[config.mk]
export PLATFORM = sky130hd
export DESIGN_NAME = bdp_top
export DESIGN_NICKNAME = d
export VERILOG_FILES = /design/src/rtl/bdp_pkg.sv /design/src/rtl/bdp_ghr.sv /design/src/rtl/bdp_ctr_table.sv /design/src/rtl/bdp_target.sv /design/src/rtl/bdp_top.sv
export SDC_FILE = /design/constraint.sdc
export NUM_CORES = 1
export LEC_CHECK = 0
export BUFFER_PORTS_ARGS = -buffer_cell sky130_fd_sc_hd__buf_2
export CORE_MARGIN = 2
export CORE_UTILIZATION = 30
export CTS_CLUSTER_SIZE = 24
export DETAILED_ROUTE_END_ITERATION = 8
export SKIP_CTS_REPAIR_TIMING = 1
export SLEW_MARGIN = 10
export SYNTH_ARGS = -nofsm -noshare
export SYNTH_HDL_FRONTEND = slang
export SYNTH_SLANG_ARGS = --single-unit
[constraint.sdc]
create_clock -name clk_i -period 9.58 [get_ports clk_i]
set_input_delay 1.437 -clock clk_i [delete_from_list [all_inputs] [get_ports clk_i]]
set_output_delay 1.437 -clock clk_i [all_outputs]
set_load 0.01 [all_outputs]
[src/rtl/bdp_pkg.sv]
package bdp_pkg;
  typedef logic [1:0] ctr_t;
  localparam ctr_t CTR_RST = 2'b01;

  function automatic ctr_t ctr_step(ctr_t c, logic taken);
    if (taken) return (c == 2'b11) ? c : c + 2'd1;
    else       return (c == 2'b00) ? c : c - 2'd1;
  endfunction
endpackage

[src/rtl/bdp_ghr.sv]
module bdp_ghr #(
  parameter int HIST_W = 2
) (
  input  logic              clk_i,
  input  logic              rst_ni,
  input  logic              upd_i,
  input  logic              taken_i,
  output logic [HIST_W-1:0] hist_o
);
  logic [HIST_W-1:0] hist_q;

  generate
    if (HIST_W == 1) begin : g_one
      always_ff @(posedge clk_i or negedge rst_ni)
        if (!rst_ni)    hist_q <= '0;
        else if (upd_i) hist_q <= taken_i;
    end else begin : g_shift
      always_ff @(posedge clk_i or negedge rst_ni)
        if (!rst_ni)    hist_q <= '0;
        else if (upd_i) hist_q <= {hist_q[HIST_W-2:0], taken_i};
    end
  endgenerate

  assign hist_o = hist_q;
endmodule

[src/rtl/bdp_ctr_table.sv]
module bdp_ctr_table
  import bdp_pkg::*;
#(
  parameter int HIST_W = 2,
  parameter int IDX_W  = 4
) (
  input  logic              clk_i,
  input  logic              rst_ni,
  input  logic [HIST_W-1:0] rd_bank_i,
  input  logic [IDX_W-1:0]  rd_idx_i,
  output ctr_t              rd_ctr_o,
  input  logic              wr_en_i,
  input  logic [HIST_W-1:0] wr_bank_i,
  input  logic [IDX_W-1:0]  wr_idx_i,
  input  logic              wr_taken_i
);
  localparam int ADDR_W  = HIST_W + IDX_W;
  localparam int ENTRIES = 1 << ADDR_W;

  ctr_t              ctr_q [ENTRIES];
  logic [ADDR_W-1:0] wr_addr;
  logic [ADDR_W-1:0] rd_addr;

  assign wr_addr = {wr_bank_i, wr_idx_i};
  assign rd_addr = {rd_bank_i, rd_idx_i};

  for (genvar g = 0; g < ENTRIES; g++) begin : g_ent
    always_ff @(posedge clk_i or negedge rst_ni)
      if (!rst_ni)
        ctr_q[g] <= CTR_RST;
      else if (wr_en_i && (wr_addr == ADDR_W'(g)))
        ctr_q[g] <= ctr_step(ctr_q[g], wr_taken_i);
  end

  // registered state: a same-cycle write is not visible here
  assign rd_ctr_o = ctr_q[rd_addr];
endmodule

[src/rtl/bdp_target.sv]
module bdp_target #(
  parameter int XLEN  = 32,
  parameter int OFF_W = 13
) (
  input  logic [XLEN-1:0]  pc_i,
  input  logic [OFF_W-1:0] off_i,
  input  logic             taken_i,
  output logic [XLEN-1:0]  next_o
);
  logic [XLEN-1:0] off_sx;
  assign off_sx = {{(XLEN-OFF_W){off_i[OFF_W-1]}}, off_i};
  assign next_o = taken_i ? pc_i + off_sx : pc_i + XLEN'(4);
endmodule

[src/rtl/bdp_top.sv]
module bdp_top
  import bdp_pkg::*;
#(
  parameter int XLEN   = 32,
  parameter int OFF_W  = 13,
  parameter int IDX_W  = 4,
  parameter int HIST_W = 2
) (
  input  logic             clk_i,
  input  logic             rst_ni,
  input  logic [XLEN-1:0]  lk_pc_i,
  input  logic             lk_is_br_i,
  input  logic [OFF_W-1:0] lk_off_i,
  input  logic [XLEN-1:0]  lk_ppc_i,
  output logic             lk_taken_o,
  output logic [XLEN-1:0]  lk_next_pc_o,
  output logic             lk_redirect_o,
  input  logic             up_valid_i,
  input  logic [XLEN-1:0]  up_pc_i,
  input  logic             up_taken_i
);
  localparam int IDX_LO = 2;
  localparam int IDX_HI = IDX_LO + IDX_W - 1;

  logic [HIST_W-1:0] hist;
  ctr_t              rd_ctr;
  logic              unused_pc_bits;

  assign unused_pc_bits = ^{lk_pc_i[IDX_LO-1:0], up_pc_i[IDX_LO-1:0],
                            up_pc_i[XLEN-1:IDX_HI+1]};

  bdp_ghr #(.HIST_W(HIST_W)) ghr_i (
    .clk_i   (clk_i),
    .rst_ni  (rst_ni),
    .upd_i   (up_valid_i),
    .taken_i (up_taken_i),
    .hist_o  (hist)
  );

  // training indexes with the pre-shift history
  bdp_ctr_table #(.HIST_W(HIST_W), .IDX_W(IDX_W)) tbl_i (
    .clk_i      (clk_i),
    .rst_ni     (rst_ni),
    .rd_bank_i  (hist),
    .rd_idx_i   (lk_pc_i[IDX_HI:IDX_LO]),
    .rd_ctr_o   (rd_ctr),
    .wr_en_i    (up_valid_i),
    .wr_bank_i  (hist),
    .wr_idx_i   (up_pc_i[IDX_HI:IDX_LO]),
    .wr_taken_i (up_taken_i)
  );

  assign lk_taken_o = rd_ctr[1];

  bdp_target #(.XLEN(XLEN), .OFF_W(OFF_W)) tgt_i (
    .pc_i    (lk_pc_i),
    .off_i   (lk_off_i),
    .taken_i (lk_taken_o),
    .next_o  (lk_next_pc_o)
  );

  assign lk_redirect_o = lk_is_br_i && (lk_next_pc_o != lk_ppc_i);
endmodule

==> flow_summary_export.csv, run 1 <==
group,metric,value,unit
timing,min_period,7.571,ns
grt,antenna_found_initial,1,
timing,holdWs,0.5284,ns
timing,fin_ws,2.009,ns
critical_path,r2r_start,"ghr_i.hist_o[0]",
layout,fin_nets,1627,
routing,drc,0,
clock_network,clockBufferDepth,2,
floorplan,die_height,194.9,um
routing,first_iter_violations,1021,
outcome,outcome,"finished, final reports clean",
synthesis,ys_top_cells_by_area,"dfstp_2, dfrtp_1, o21ai_0",
grt,grt_start_max_net_pins,79,
routing,drt_first_pass_iters,8,
clock_network,clock-sinks,130,
synthesis,ys_warn_count,0,
layout,drive_gt1_frac,0.1634,
synthesis,synth_area,0.01093,sq mm
synthesis,syn_nets,1538,
grt,gr-total-overflow,0,
place,port_buffers,119,
critical_path,critPathArrivalTime,6.13,ns
synthesis,synthArstFlopShare,1.000,
power,power_density,146.2,mW/mm^2
critical_path,worstSetupStartpoint,"lk_pc_i[3]",
critical_path,crit_type,"primary input to output port",
critical_path,cp_max_fo,34,
place,place_area,0.01191,sq mm
synthesis,yosys-top-cells-count,"o21ai_0, nand2_1, nor2_1",
layout,fill_cells,3759,
min_path,min_from,"tbl_i.ctr_q[68]",
synthesis,synth_cells,1391,
synthesis,synth-seq-area-share,0.3049,
synthesis,synth_top_area_cell,"dfstp_2",
clock_network,cts_buffers,17,
floorplan,coreArea,0.03574,sq mm
timing,fmax,132.1,MHz
grt,track_usage,0.1753,
synthesis,synth-seq-cells,130,
synthesis,synth_flop_cell,"dfrtp_1",
floorplan,start_util,0.3059,
clock_network,clock_latency,0.42,ns
clock_network,cts_tree,"done",
layout,fin_util,0.3503,
power,p_leak,0.004555,uW
run,drv_cap,0,
clock_network,root_buffer,"clkbuf_16",
routing,drtAntennaViolNets,0,
layout,syn_to_final_growth,14.55,%
routing,via_per_inst,5.652,
timing,fin_skew,0.006987,ns
floorplan,fp-row-count,69,
timing,hold_viol,0,
layout,fin_area,0.01252,sq mm
clock_network,htree_num_levels,4,
timing,tns,0,ns
routing,wl,34350,um
min_path,hold_class,"flip-flop to flip-flop",
critical_path,required,8.14,ns
synthesis,synth.avg_cell_area,7.859,sq um
timing,maxSlewViolCount,0,
grt,first_global_vias,10114,
timing,period_share,0.7903,
timing,rsz0062_at_grt,"false",
routing,wl_per_cell,17.57,um
floorplan,dieArea,0.03798,sq mm
timing,timing.slew.headroom,0.2447,
routing,vias,11049,
synthesis,ys_types,76,
clock_network,clk_pin_slew_worst_paths,0.06,ns
grt,grt_pass1_wl,53580,um
critical_path,cp-start-kind,"primary input",
critical_path,cp-end-kind,"output port",
place,dp_slack,2.094,ns
synthesis,synth_top_area_share,0.1538,
floorplan,die_w,194.9,um
floorplan,ios,148,
place,place.gp.congestion,0.9405,
synthesis,yosysMostFrequentCell,"o21ai_0",
place,hpwl,25680,um
synthesis,synth_edf_count,0,
power,ir_drop,0.1056,mV
timing,tightest_slew,1.130,ns
timing,setup_viol,0,
## routing by layer
metal | share of wire | vias up | wire length [um] | track usage
li1 | - | 5346 | - | -
met1 | 0.46 | 5306 | 15670 | 0.2386
met2 | 0.46 | 356 | 15950 | 0.2884
met3 | 0.062 | 41 | 2131 | 0.03002
met4 | 0.017 | 0 | 595 | 0.04382
met5 | 0 | - | 0 | 0
## cells in the final DEF, fill, tap and decap left out, types with 32 or more instances in the layout
cell / netlist / final
a211oi_1: 32 / 32
dfstp_2: 64 / 64
dfrtp_1: 66 / 66
buf_2: 5 / 118
nand2_1: 157 / 157
ha_1: 32 / 32
o21ai_0: 215 / 215
a21oi_1: 148 / 148
o31ai_1: 34 / 34
xnor2_1: 61 / 61
nor2_1: 156 / 156
## registers in the layout, summed over array words and instances, names as in the netlist
signal and flops:
tbl_i.ctr_q 128, ghr_i.hist_o 2
## cells by family after synthesis
kind of cell,count (synthesis),synth area share
XOR/XNOR,97,0.08790
AND/OR/NAND/NOR,481,0.2064
multiplexers,39,0.04624
flip-flops,130,0.3049
buffers and inverters,78,0.03010
AO/OA/AOI/OAI,533,0.2860
adder cells (fa/ha/maj),33,0.03846
## worst max-delay path, cell delays in order
cell and delay, ns:
buf_2 0.67, mux4_2 0.41, mux2i_1 0.29, nor2_1 0.07
nor4_1 0.27, and2_2 0.51, inv_2 0.40, or4_1 0.62
a222oi_1 0.36, nand4_1 0.14, nor4_1 0.50, a41oi_1 0.22
buf_2 0.19
## through the flow
stage,cells,power (uW)
6_report,1955,1830
4_1_cts,1954,1841
5_1_grt,1954,1924
3_3_place_gp,1922,1159
2_1_floorplan,1391,987.4
3_5_place_dp,1922,1165
## worst paths after layout
kind                       slack, ns  depth (start not counted)                to
hold / removal                  0.53                          2   tbl_i.ctr_q[68]
min in group asynchronous       1.06                          1    tbl_i.ctr_q[1]
hold reg to reg                 0.53                          2   tbl_i.ctr_q[68]
setup / recovery                2.01                         13     lk_redirect_o
max in group asynchronous       7.35                          2  tbl_i.ctr_q[103]
setup reg to reg                6.95                          4   tbl_i.ctr_q[15]
## power breakdown
group,total (uW),internal [uW],switching [uW]
Sequential,664,614,50.1
Combinational,498,194,304
Clock,668,428,240
## final cells by class
cell class	instances	area [sq um]	area share
Sequential cell	130	3333	0.2662
Clock buffer	22	474.2	0.03787
Multi-Input combinational cell	1183	7269	0.5805
Timing Repair Buffer	125	646.9	0.05166
Antenna cell	1	2.502	0.0001998
Clock inverter	10	131.4	0.01049
Inverter	23	87.58	0.006994
Tap cell	461	576.8	0.04606
Note: power is estimated with default switching activity, not from simulation.
==> run 2, diff against run 1 <==
==> constraint.sdc (replaced) <==
create_clock -name clk_i -period 7.9 [get_ports clk_i]
set_input_delay 1.185 -clock clk_i [delete_from_list [all_inputs] [get_ports clk_i]]
set_output_delay 1.185 -clock clk_i [all_outputs]
set_load 0.01 [all_outputs]
==> run 2 against run 1 <==
  * Worst hold slack got worse by 0.00077 ns
  * Clock-buffer cell count increased by 5
  * Critical endpoint unchanged
  * Clock power increased by 18%
  * Flip-flop and latch count unchanged
  * Non-clock buffer count increased by 3
  * Highest routed layer unchanged
  * Worst setup slack got worse by 1.0 ns
  * Wire length increased by 0.40%
  * Combinational power increased by 23%
  * Critical path depth unchanged
  * Global-route usage increased by 0.33 points
  * Final area about the same
  * Sequential power increased by 21%
==> flow_summary_export.csv, run 2 (synthesized netlist as in run 1, its figures left out) <==
group,metric,value,unit
critical_path,cp_max_fo,30,
critical_path,cp-start-kind,"primary input",
timing,tns,0,ns
critical_path,required,6.71,ns
grt,first_global_vias,9908,
timing,period_share,0.8742,
routing,drc,0,
floorplan,coreArea,0.03574,sq mm
layout,largest_reg_flops,128,
routing,drt_first_pass_iters,7,
floorplan,start_util,0.3059,
timing,timing.slew.headroom,0.1049,
timing,fmax,144.8,MHz
outcome,outcome,"finished, final reports clean",
critical_path,crit_buf_inv,3,
run,drv_cap,0,
clock_network,clock_latency,0.42,ns
grt,gr-total-overflow,0,
place,dp_slack,1.112,ns
critical_path,slowest_stage,"buf_2",
layout,fin_nets,1630,
power,p_leak,0.004561,uW
timing,hold_viol,0,
layout,fin_cells,1959,
power,power_density,175.9,mW/mm^2
critical_path,cp-end-kind,"output port",
critical_path,critPathMaxStageDelay,0.62,ns
routing,via_per_inst,5.581,
critical_path,crit_chain,"buf_2 > mux4_2 > mux2i_1 > nor2_1 > nor4_1 > and2_2 > inv_2 > or4_1 > a222oi_1 > nand4_1 > nor4_1 > a41oi_1 > buf_2",
place,place_area,0.01194,sq mm
place,dp.cells,1925,
place,place.gp.congestion,0.9271,
clock_network,clockBufferDepth,2,
layout,mostFrequentLayoutCell,"o21ai_0",
floorplan,die_height,194.9,um
clock_network,htree_num_levels,4,
routing,wl_per_cell,17.60,um
routing,first_iter_violations,1047,
timing,fin_skew,0.008284,ns
place,hpwl,25780,um
layout,syn_to_final_growth,14.62,%
clock_network,root_buffer,"clkbuf_16",
timing,rsz0062_at_grt,"false",
floorplan,ios,148,
routing,drtAntennaViolNets,0,
routing,wl,34490,um
critical_path,critPathArrivalTime,5.72,ns
grt,antenna_found_initial,2,
timing,maxSlewViolCount,0,
layout,drive_gt1_frac,0.1631,
clock_network,clock-sinks,130,
timing,setup_viol,0,
floorplan,fp-row-count,69,
critical_path,crit_family,"simple AND/OR/NAND/NOR gates",
timing,min_period,6.906,ns
layout,final_cell_mix,"o21ai_0, nand2_1, nor2_1",
grt,grt_start_max_net_pins,115,
grt,grt_pass1_wl,54170,um
floorplan,dieArea,0.03798,sq mm
layout,fin_area,0.01253,sq mm
routing,vias,10934,
timing,tightest_slew,1.309,ns
power,ir_drop,0.1229,mV
clock_network,clk_pin_slew_worst_paths,0.05,ns
place,port_buffers,119,
floorplan,die_w,194.9,um
clock_network,cts_buffers,17,
grt,track_usage,0.1786,
clock_network,cts_tree,"done",
critical_path,crit_type,"primary input to output port",
min_path,hold_class,"flip-flop to flip-flop",
layout,regMostFlops,"tbl_i.ctr_q",
timing,fin_ws,0.9936,ns
[run 2: cell types whose count changed in the layout (fill, tap and decap cells not counted), sizes merged]
| cell | previous run | this run |
|---|---|---|
| clkinv | 7 | 4 |
| bufinv | 3 | 2 |
| diode | 1 | 2 |
| clkbuf | 22 | 27 |
| clkinvlp | 1 | 0 |
| buf | 125 | 128 |
[run 2: area by class of cell]
| class | count | area, sq um |
|---|---|---|
| clock inverters | 5 | 75.07 |
| clock buffers | 27 | 513.0 |
| fillers | 3709 | 23210 |
| flip-flops and latches | 130 | 3333 |
| diodes | 2 | 5.005 |
| well taps | 461 | 576.8 |
| multi-input cells | 1183 | 7269 |
| repair buffers | 128 | 669.4 |
| inverters | 23 | 87.58 |
[run 2: worst register-to-register path, cell delays in order (launching register included)]
cell and delay [ns]:
dfrtp_1 0.73, nand3_1 0.63, buf_4 0.40, or3_1 0.32
a21oi_1 0.15, nor2_1 0.05
[run 2: metrics by stage]
stage	hold slack [ns]	total power [uW]	utilization
5_1_grt	0.5510	2330	0.3505
6_report	0.5276	2204	0.3506
3_5_place_dp	0.5209	1419	0.3340
4_1_cts	0.5281	2221	0.3504
3_3_place_gp	0.5092	1412	0.3340
2_1_floorplan	0.4988	1197	-
[run 2: worst paths after layout]
path / slack, ns / to / cells after the start / startpoint
setup / recovery: 0.99 / lk_redirect_o / 13 / lk_pc_i[3]
hold / removal: 0.53 / tbl_i.ctr_q[36] / 2 / tbl_i.ctr_q[36]
setup reg to reg: 5.50 / tbl_i.ctr_q[15] / 5 / ghr_i.hist_o[0]
hold reg to reg: 0.53 / tbl_i.ctr_q[36] / 2 / tbl_i.ctr_q[36]
max in group asynchronous: 5.87 / tbl_i.ctr_q[49] / 2 / rst_ni
min in group asynchronous: 0.83 / tbl_i.ctr_q[1] / 1 / rst_ni
[run 2: power by group]
part	switching (uW)	leakage [uW]	total, uW	internal [uW]
Clock	283	0.000291	788	505
Sequential	59.4	0.00127	804	745
Combinational	375	0.00300	612	237
Total	717	0.00456	2200	1490
[run 2: per-layer routing]
metal / share of wire / global-route usage / up-vias
met5: 0 / 0 / -
met4: 0.020 / 0.05033 / 0
met3: 0.060 / 0.03384 / 36
met2: 0.45 / 0.2815 / 343
met1: 0.47 / 0.2489 / 5225
li1: - / - / 5330
